**src/rtl/mdio_mgmt_pkg.sv**
```systemverilog
// Shared constants and types of the MDIO management master.
// Assumes byte offsets fit in 12 bits; all frame positions are clause 22.
package mdio_mgmt_pkg;
    localparam logic [11:0] OFF_CMD   = 12'h7E4;
    localparam logic [11:0] OFF_WDATA = 12'h7E8;
    localparam logic [11:0] OFF_RDATA = 12'h7EC;
    localparam logic [11:0] OFF_CTRL  = 12'h7F0;

    localparam int CTRL_STATUS_BIT = 0;
    localparam int CTRL_ENABLE_BIT = 3;

    localparam int FRAME_BITS  = 64;
    localparam int PRE_BITS    = 32;
    localparam int TA_FIRST    = 46;
    localparam int DATA_FIRST  = 48;
    localparam int CNT_W       = $clog2(FRAME_BITS);

    typedef struct packed {
        logic       rd;
        logic [4:0] phy;
        logic [4:0] regn;
        logic [15:0] wdat;
    } mdio_cmd_t;

    typedef enum logic [1:0] {
        ENG_IDLE = 2'd0,
        ENG_WAIT = 2'd1,
        ENG_RUN  = 2'd2
    } eng_state_t;
endpackage

```
**src/rtl/mdio_clk_div.sv**
```systemverilog
// Free-running MDC generator.
// Produces MDC with HALF_DIV system clocks per phase, plus one-cycle strobes
// that are high in the cycle before MDC rises or falls. Assumes HALF_DIV >= 2.
module mdio_clk_div #(
    parameter int HALF_DIV = 4
) (
    input  logic clk,
    input  logic rst_n,
    output logic mdc,
    output logic rise_stb,
    output logic fall_stb
);
    localparam int CW = (HALF_DIV > 1) ? $clog2(HALF_DIV) : 1;
    localparam logic [CW-1:0] LAST = CW'(HALF_DIV - 1);

    logic [CW-1:0] cnt_q;
    logic          mdc_q;
    logic          term;

    assign term     = (cnt_q == LAST);
    assign rise_stb = term && !mdc_q;
    assign fall_stb = term && mdc_q;
    assign mdc      = mdc_q;

    // Phase counter: toggles MDC at the end of every half period.
    always_ff @(posedge clk) begin
        if (!rst_n) begin
            cnt_q <= '0;
            mdc_q <= 1'b0;
        end else if (term) begin
            cnt_q <= '0;
            mdc_q <= !mdc_q;
        end else begin
            cnt_q <= cnt_q + 1'b1;
        end
    end

    a_r7_mdc_toggles_on_terminal: assert property (@(posedge clk) disable iff (!rst_n)
        !$stable(mdc_q) |-> ($past(cnt_q) == LAST));

    a_r7_strobes_exclusive: assert property (@(posedge clk) disable iff (!rst_n)
        !(rise_stb && fall_stb));
endmodule

```
**src/rtl/mdio_frame_engine.sv**
```systemverilog
// Serialises one clause 22 frame per start pulse.
// Latches the command when started, begins at the next MDC falling strobe,
// updates the data output only on falling strobes and samples read data on
// rising strobes. Assumes start is only pulsed while busy is low.
module mdio_frame_engine
    import mdio_mgmt_pkg::*;
(
    input  logic        clk,
    input  logic        rst_n,
    input  logic        start,
    input  mdio_cmd_t   cmd,
    input  logic        mdc_i,
    input  logic        rise_stb,
    input  logic        fall_stb,
    input  logic        mdio_in,
    output logic        busy,
    output logic [15:0] rd_data,
    output logic        mdo,
    output logic        mdo_oe
);
    eng_state_t             st_q;
    mdio_cmd_t              cmd_q;
    logic [FRAME_BITS-1:0]  sh_q;
    logic [CNT_W-1:0]       bit_q;
    logic [15:0]            cap_q;
    logic [15:0]            rd_q;
    logic                   mdo_q;
    logic                   oe_q;
    logic [FRAME_BITS-1:0]  frame;
    logic                   last_bit;
    logic                   next_released;

    // Assembled frame for the latched command, MSB first.
    always_comb begin
        frame = {{PRE_BITS{1'b1}}, 2'b01,
                 (cmd_q.rd ? 2'b10 : 2'b01),
                 cmd_q.phy, cmd_q.regn, 2'b10,
                 (cmd_q.rd ? 16'h0000 : cmd_q.wdat)};
    end

    assign last_bit      = (bit_q == CNT_W'(FRAME_BITS - 1));
    assign next_released = cmd_q.rd && ((32'(bit_q) + 1) >= TA_FIRST);

    // Frame sequencer: wait for a falling strobe, then shift one bit per MDC period.
    always_ff @(posedge clk) begin
        if (!rst_n) begin
            st_q  <= ENG_IDLE;
            cmd_q <= '0;
            sh_q  <= '0;
            bit_q <= '0;
            cap_q <= '0;
            rd_q  <= '0;
            mdo_q <= 1'b1;
            oe_q  <= 1'b0;
        end else begin
            case (st_q)
                ENG_IDLE: begin
                    if (start) begin
                        cmd_q <= cmd;
                        st_q  <= ENG_WAIT;
                    end
                end
                ENG_WAIT: begin
                    if (fall_stb) begin
                        mdo_q <= frame[FRAME_BITS-1];
                        sh_q  <= frame << 1;
                        oe_q  <= 1'b1;
                        bit_q <= '0;
                        st_q  <= ENG_RUN;
                    end
                end
                ENG_RUN: begin
                    if (rise_stb && cmd_q.rd && (32'(bit_q) >= DATA_FIRST)) begin
                        cap_q <= {cap_q[14:0], mdio_in};
                    end
                    if (fall_stb) begin
                        if (last_bit) begin
                            st_q  <= ENG_IDLE;
                            oe_q  <= 1'b0;
                            mdo_q <= 1'b1;
                            if (cmd_q.rd) begin
                                rd_q <= cap_q;
                            end
                        end else begin
                            bit_q <= bit_q + 1'b1;
                            mdo_q <= sh_q[FRAME_BITS-1];
                            sh_q  <= sh_q << 1;
                            oe_q  <= !next_released;
                        end
                    end
                end
                default: st_q <= ENG_IDLE;
            endcase
        end
    end

    assign busy    = (st_q != ENG_IDLE);
    assign rd_data = rd_q;
    assign mdo     = mdo_q;
    assign mdo_oe  = oe_q;

    a_r8_output_moves_on_fall: assert property (@(posedge clk) disable iff (!rst_n)
        !$stable(mdo_q) |-> $fell(mdc_i));

    a_r10_released_in_tail: assert property (@(posedge clk) disable iff (!rst_n)
        (st_q == ENG_RUN && cmd_q.rd && 32'(bit_q) >= TA_FIRST) |-> !oe_q);

    a_r4_ends_after_last_bit: assert property (@(posedge clk) disable iff (!rst_n)
        $fell(busy) |-> ($past(bit_q) == CNT_W'(FRAME_BITS - 1)));

    a_r8_no_drive_when_idle: assert property (@(posedge clk) disable iff (!rst_n)
        !busy |-> !oe_q);
endmodule

```
**src/rtl/mdio_reg_bank.sv**
```systemverilog
// Software-visible registers of the MDIO master.
// Decodes writes, produces the start pulse and the combinational read mux.
// Assumes busy reflects the engine state and doubles as the status bit.
module mdio_reg_bank
    import mdio_mgmt_pkg::*;
#(
    parameter int ADDR_W = 12
) (
    input  logic              clk,
    input  logic              rst_n,
    input  logic              wr_en,
    input  logic [ADDR_W-1:0] addr,
    input  logic [31:0]       wdata,
    output logic [31:0]       rdata,
    input  logic              busy_i,
    input  logic [15:0]       rd_data_i,
    output mdio_cmd_t         cmd,
    output logic              start
);
    localparam logic [ADDR_W-1:0] A_CMD   = ADDR_W'(OFF_CMD);
    localparam logic [ADDR_W-1:0] A_WDATA = ADDR_W'(OFF_WDATA);
    localparam logic [ADDR_W-1:0] A_RDATA = ADDR_W'(OFF_RDATA);
    localparam logic [ADDR_W-1:0] A_CTRL  = ADDR_W'(OFF_CTRL);

    logic [10:0] cmd_q;
    logic [15:0] wdat_q;
    logic        en_q;
    logic        ctrl_wr;

    assign ctrl_wr = wr_en && (addr == A_CTRL) && !busy_i;
    assign start   = ctrl_wr && wdata[CTRL_STATUS_BIT] && wdata[CTRL_ENABLE_BIT];
    assign cmd     = '{rd: cmd_q[10], phy: cmd_q[9:5], regn: cmd_q[4:0], wdat: wdat_q};

    // Register writes; the control word is locked while a frame runs.
    always_ff @(posedge clk) begin
        if (!rst_n) begin
            cmd_q  <= '0;
            wdat_q <= '0;
            en_q   <= 1'b0;
        end else if (wr_en) begin
            if (addr == A_CMD)   cmd_q  <= wdata[10:0];
            if (addr == A_WDATA) wdat_q <= wdata[15:0];
            if (ctrl_wr)         en_q   <= wdata[CTRL_ENABLE_BIT];
        end
    end

    // Read mux over the four registers.
    always_comb begin
        rdata = '0;
        if (addr == A_CMD)   rdata = {21'd0, cmd_q};
        if (addr == A_WDATA) rdata = {16'd0, wdat_q};
        if (addr == A_RDATA) rdata = {16'd0, rd_data_i};
        if (addr == A_CTRL) begin
            rdata[CTRL_ENABLE_BIT] = en_q;
            rdata[CTRL_STATUS_BIT] = busy_i;
        end
    end

    a_r5_start_needs_enable: assert property (@(posedge clk) disable iff (!rst_n)
        $rose(busy_i) |-> en_q);

    a_r6_enable_locked_while_busy: assert property (@(posedge clk) disable iff (!rst_n)
        $past(busy_i) |-> $stable(en_q));
endmodule

```
**src/rtl/mdio_mgmt_master.sv**
```systemverilog
// Top of the register-controlled clause 22 management master.
// Ties the register bank, the MDC divider and the frame engine together.
// Assumes ADDR_W >= 11 so that every register offset is decodable.
module mdio_mgmt_master
    import mdio_mgmt_pkg::*;
#(
    parameter int ADDR_W   = 12,
    parameter int HALF_DIV = 4
) (
    input  logic              clk,
    input  logic              rst_n,
    input  logic              bus_wr_en,
    input  logic [ADDR_W-1:0] bus_addr,
    input  logic [31:0]       bus_wdata,
    output logic [31:0]       bus_rdata,
    output logic              mdc,
    output logic              mdio_o,
    output logic              mdio_oe,
    input  logic              mdio_i
);
    mdio_cmd_t   cmd;
    logic        start;
    logic        busy;
    logic [15:0] rd_data;
    logic        rise_stb;
    logic        fall_stb;
    logic        mdc_w;

    mdio_reg_bank #(.ADDR_W(ADDR_W)) u_regs (
        .clk(clk), .rst_n(rst_n), .wr_en(bus_wr_en), .addr(bus_addr),
        .wdata(bus_wdata), .rdata(bus_rdata), .busy_i(busy),
        .rd_data_i(rd_data), .cmd(cmd), .start(start)
    );

    mdio_clk_div #(.HALF_DIV(HALF_DIV)) u_div (
        .clk(clk), .rst_n(rst_n), .mdc(mdc_w),
        .rise_stb(rise_stb), .fall_stb(fall_stb)
    );

    mdio_frame_engine u_eng (
        .clk(clk), .rst_n(rst_n), .start(start), .cmd(cmd), .mdc_i(mdc_w),
        .rise_stb(rise_stb), .fall_stb(fall_stb), .mdio_in(mdio_i),
        .busy(busy), .rd_data(rd_data), .mdo(mdio_o), .mdo_oe(mdio_oe)
    );

    assign mdc = mdc_w;

    a_r4_status_set_after_start: assert property (@(posedge clk) disable iff (!rst_n)
        start |=> busy);
endmodule

```
**config.mk**
```make
export PLATFORM = sky130hd
export DESIGN_NAME = mdio_mgmt_master
export DESIGN_NICKNAME = d
export VERILOG_FILES = /design/src/rtl/mdio_mgmt_pkg.sv /design/src/rtl/mdio_clk_div.sv /design/src/rtl/mdio_frame_engine.sv /design/src/rtl/mdio_reg_bank.sv /design/src/rtl/mdio_mgmt_master.sv
export SDC_FILE = /design/constraint.sdc
export NUM_CORES = 1
export LEC_CHECK = 0
export ABC_AREA = 1
export BUFFER_PORTS_ARGS = -buffer_cell sky130_fd_sc_hd__buf_4
export CAP_MARGIN = 20
export CELL_PAD_IN_SITES_DETAIL_PLACEMENT = 1
export CELL_PAD_IN_SITES_GLOBAL_PLACEMENT = 1
export CORE_ASPECT_RATIO = 2
export CORE_MARGIN = 1
export CORE_UTILIZATION = 38
export DETAILED_ROUTE_END_ITERATION = 12
export GPL_ROUTABILITY_DRIVEN = 1
export PLACE_DENSITY = 0.78
export SETUP_SLACK_MARGIN = 0.3
export SYNTH_ARGS = -nofsm -noshare
export SYNTH_HDL_FRONTEND = slang
export SYNTH_HIERARCHICAL = 1
export SYNTH_SLANG_ARGS = --single-unit
```
**constraint.sdc**
```tcl
create_clock -name clk -period 1.57 [get_ports clk]
set_input_delay 0.0785 -clock clk [delete_from_list [all_inputs] [get_ports clk]]
set_output_delay 0.0785 -clock clk [all_outputs]
set_load 0.005 [all_outputs]
```
==> impl_metrics.ini <==
[final_layout]
syn2layout_area_growth_pct = 48.3
drive_above_1_share_pct = 39.5
num_antenna_cells = 0
layout.nets = 1229

[global_routing]
grt_pass1_wl_um = 36100
grt_max_degree = 62
grtUsageTotal_pct = 23.2
antenna_found_initial = 0
gr-total-overflow = 0
grt_pass1_vias = 7500

[synthesis]
ys_ff_latch = 163
synth_top_family_by_area = simple AND/OR/NAND/NOR gates
muxShareOfSynthArea_pct = 0
synth-simple-area-share_pct = 31.0
ys.flop_type = dfxtp_1
ys_seq_area_share_pct = 44.8
netlist_top_cells_count = nor2_1, nand2_1, dfxtp_1
synth_enable_flop_cells = 0
synthTopCellsByArea = dfxtp_1, nor2_1, nand2_1
synth.largest_area_cell = dfxtp_1
synthArstFlopShare_pct = 0
synth_xor_area_share_pct = 0
synth.most_common_cell = nor2_1
ys_warn_count = 6
netlist_area_um2 = 7280
synth.distinct_cells = 32
synth_top_area_share_pct = 44.8
synth_adder_area_share_pct = 0.516
synth_compound_area_share_pct = 12.6
syn_avg_cell_area_um2 = 6.86
synthCells = 1061

[critical_path]
required_ns = 1.88
worst_setup_path_end_kind = flop
crit_type = reg2reg
start_kind = flop
slowest_stage = dfxtp_2
path_cells = nor2_4 -> inv_2 -> nor2_4 -> nand4_1 -> nor2_2 -> nand2_4 -> o21ai_0 -> buf_4 -> a21oi_1
slowest_delay_ns = 0.34
cp_max_fo = 7
crit_top_cell = nor2_4
arrival_ns = 2.13

[routing]
drt-total-wl_um = 28700
antenna_left = 0
vias = 7641
wl_per_cell_um = 19.8
firstDrtPassIters = 4
drc = 0
drtIter0Drc = 331
vias_per_cell = 5.28

[timing]
max_freq_mhz = 549
worst_slack_ns = -0.253
rsz0062_at_grt = yes
fin_crit_ns = 1.82
setup-tns-final_ns = -6.76
fin_skew_ns = 0.0118
period_share_pct = 116
setup_violations = 110
hold_ws_ns = 0.0398
finalHoldViolCount = 0
slew_violations = 0

[floorplan]
rows = 71
core_um2 = 18700
dieArea_um2 = 19700
die_w_um = 99.9
die_h_um = 198
start_util_pct = 38.8
pin_count = 83

[power]
ir_drop_mv = 0.668
p_comb_share_pct = 4.8
finalPower_mw = 8.94
powerDensity_nw_per_um2 = 828
netSwitchingPower_mw = 2.18
p_sw_share_pct = 24.4
leakagePower_nw = 4.55
pwr-share-clk_pct = 48.9
intPower_mw = 6.76
pwr-share-seq_pct = 46.4

[cts]
clk_pin_slew_ns = 0.07
clockBufferDepth = 2
numCtsBuffers = 17
root_buffer = clkbuf_16
cts_tree = done
clkLatencyLatePin_ns = 0.44
clock-sinks = 163
htreeDepth = 4

[outcome]
status = finished, violations left
violations = setup timing

[job]
maxCapViolations = 0

[place]
io_buffers = 50
place_congestion = 0.755
hpwl_um = 13200

[min_path]
hold_class = in2reg
[cells in the final DEF (no fill, tap or decap), types with 4 or more instances in the layout]
cell type	netlist	routed
nor2_1	243	207
nand2_1	212	189
dfxtp_1	163	139
o21ai_2	0	81
buf_4	17	79
inv_1	84	69
a21oi_2	0	41
nand3_2	2	40
nor2_2	3	30
nand3_1	68	27
buf_6	12	24
buf_12	0	22
clkbuf_16	0	21
dfxtp_2	0	21
a21oi_1	63	21
nand2_2	4	20
dlygate4sd3_1	0	17
o21ai_1	10	16
conb_1	1	16
nor2_4	4	13
inv_2	1	12
buf_8	0	9
o21ai_4	0	9
o21ai_0	104	8
nand2_4	3	7
inv_8	0	6
nand2_8	0	6
inv_6	0	5
nand3_4	1	4
[repair_timing]
| action | 4_1_cts | 5_1_grt |
|---|---|---|
| buffers inserted | 13 | 20 |
| endpoints found under the hold margin | 28 | 0 |
| endpoints found under the setup margin | 148 | 148 |
| gates resized for setup | 126 | 189 |
| pin swaps | 31 | 75 |
| cloned | 5 | 7 |
| hold buffers | 17 | 0 |
[worst paths after layout]
path                            slack, ns            from  cells after the start              end
worst max register to register      -0.25   u_eng/st_q[0]                      9  u_eng/cmd_q[26]
worst min-delay path                 0.04           rst_n                      2        u_eng/mdo
worst max-delay path                -0.25   u_eng/st_q[0]                      9  u_eng/cmd_q[26]
worst min register to register       0.45  u_div/cnt_q[0]                      1   u_div/cnt_q[0]
[per-layer routing]
metal	vias to the layer above	track usage (%)	share of wire (%)
met3	107	3.32	2.5
met1	3773	22.0	34
li1	3553	-	-
met4	0	11.0	6.2
met2	208	47.0	57
met5	-	0	0
[cells by family after synthesis]
group / Yosys count
compound gates: 181
other cells: 1
fa+ha+maj: 3
simple gates: 546
buf+inv: 167
flops: 163
[state kept, by name, summed over array words and instances, names as in the netlist, 6 cells and up]
| name | cells |
|---|---|
| u_eng/rd_data | 16 |
| u_eng/bit_q | 6 |
| u_regs/cmd_q | 11 |
| u_eng/sh_q | 63 |
| u_eng/cap_q | 16 |
| u_regs/wdat_q | 16 |
| u_eng/cmd_q | 27 |
[critical path, delay by kind of cell, from the launching register on]
kind	cells	cell delay (ns)
AOI/OAI and AO/OA	2	0.38
buffers and inverters	2	0.25
DFF	1	0.34
and+or+nand+nor	5	0.72
[final cells by class]
cell class,instances,area (µm²)
inverter,89,370
timing repair buffer,158,1790
sequential,163,3300
clock buffer,18,439
fill,2218,7950
multi-input combinational,749,4410
tap,255,319
clock inverter,14,165
[through the flow]
stage	utilization (%)	setup WS, ns	instances	cell area (µm²)
3_3_place_gp	45.6	-0.0394	1352	8550
5_1_grt	57.6	-0.279	1446	10800
4_1_cts	52.9	0.0287	1419	9920
2_1_floorplan	-	0.0898	1076	7950
3_5_place_dp	45.6	-0.0814	1352	8550
6_report	57.6	-0.253	1446	10800
[power by group through the flow]
stage / registers [mW] / logic, mW / clock network (mW)
2_1_floorplan: 4.24 / 0.182 / 0
3_3_place_gp: 4.24 / 0.288 / 0
3_5_place_dp: 4.24 / 0.295 / 0
4_1_cts: 4.14 / 0.351 / 4.37
5_1_grt: 4.14 / 0.453 / 4.59
6_report: 4.15 / 0.428 / 4.37
Note: power is estimated with default switching activity, not from simulation.
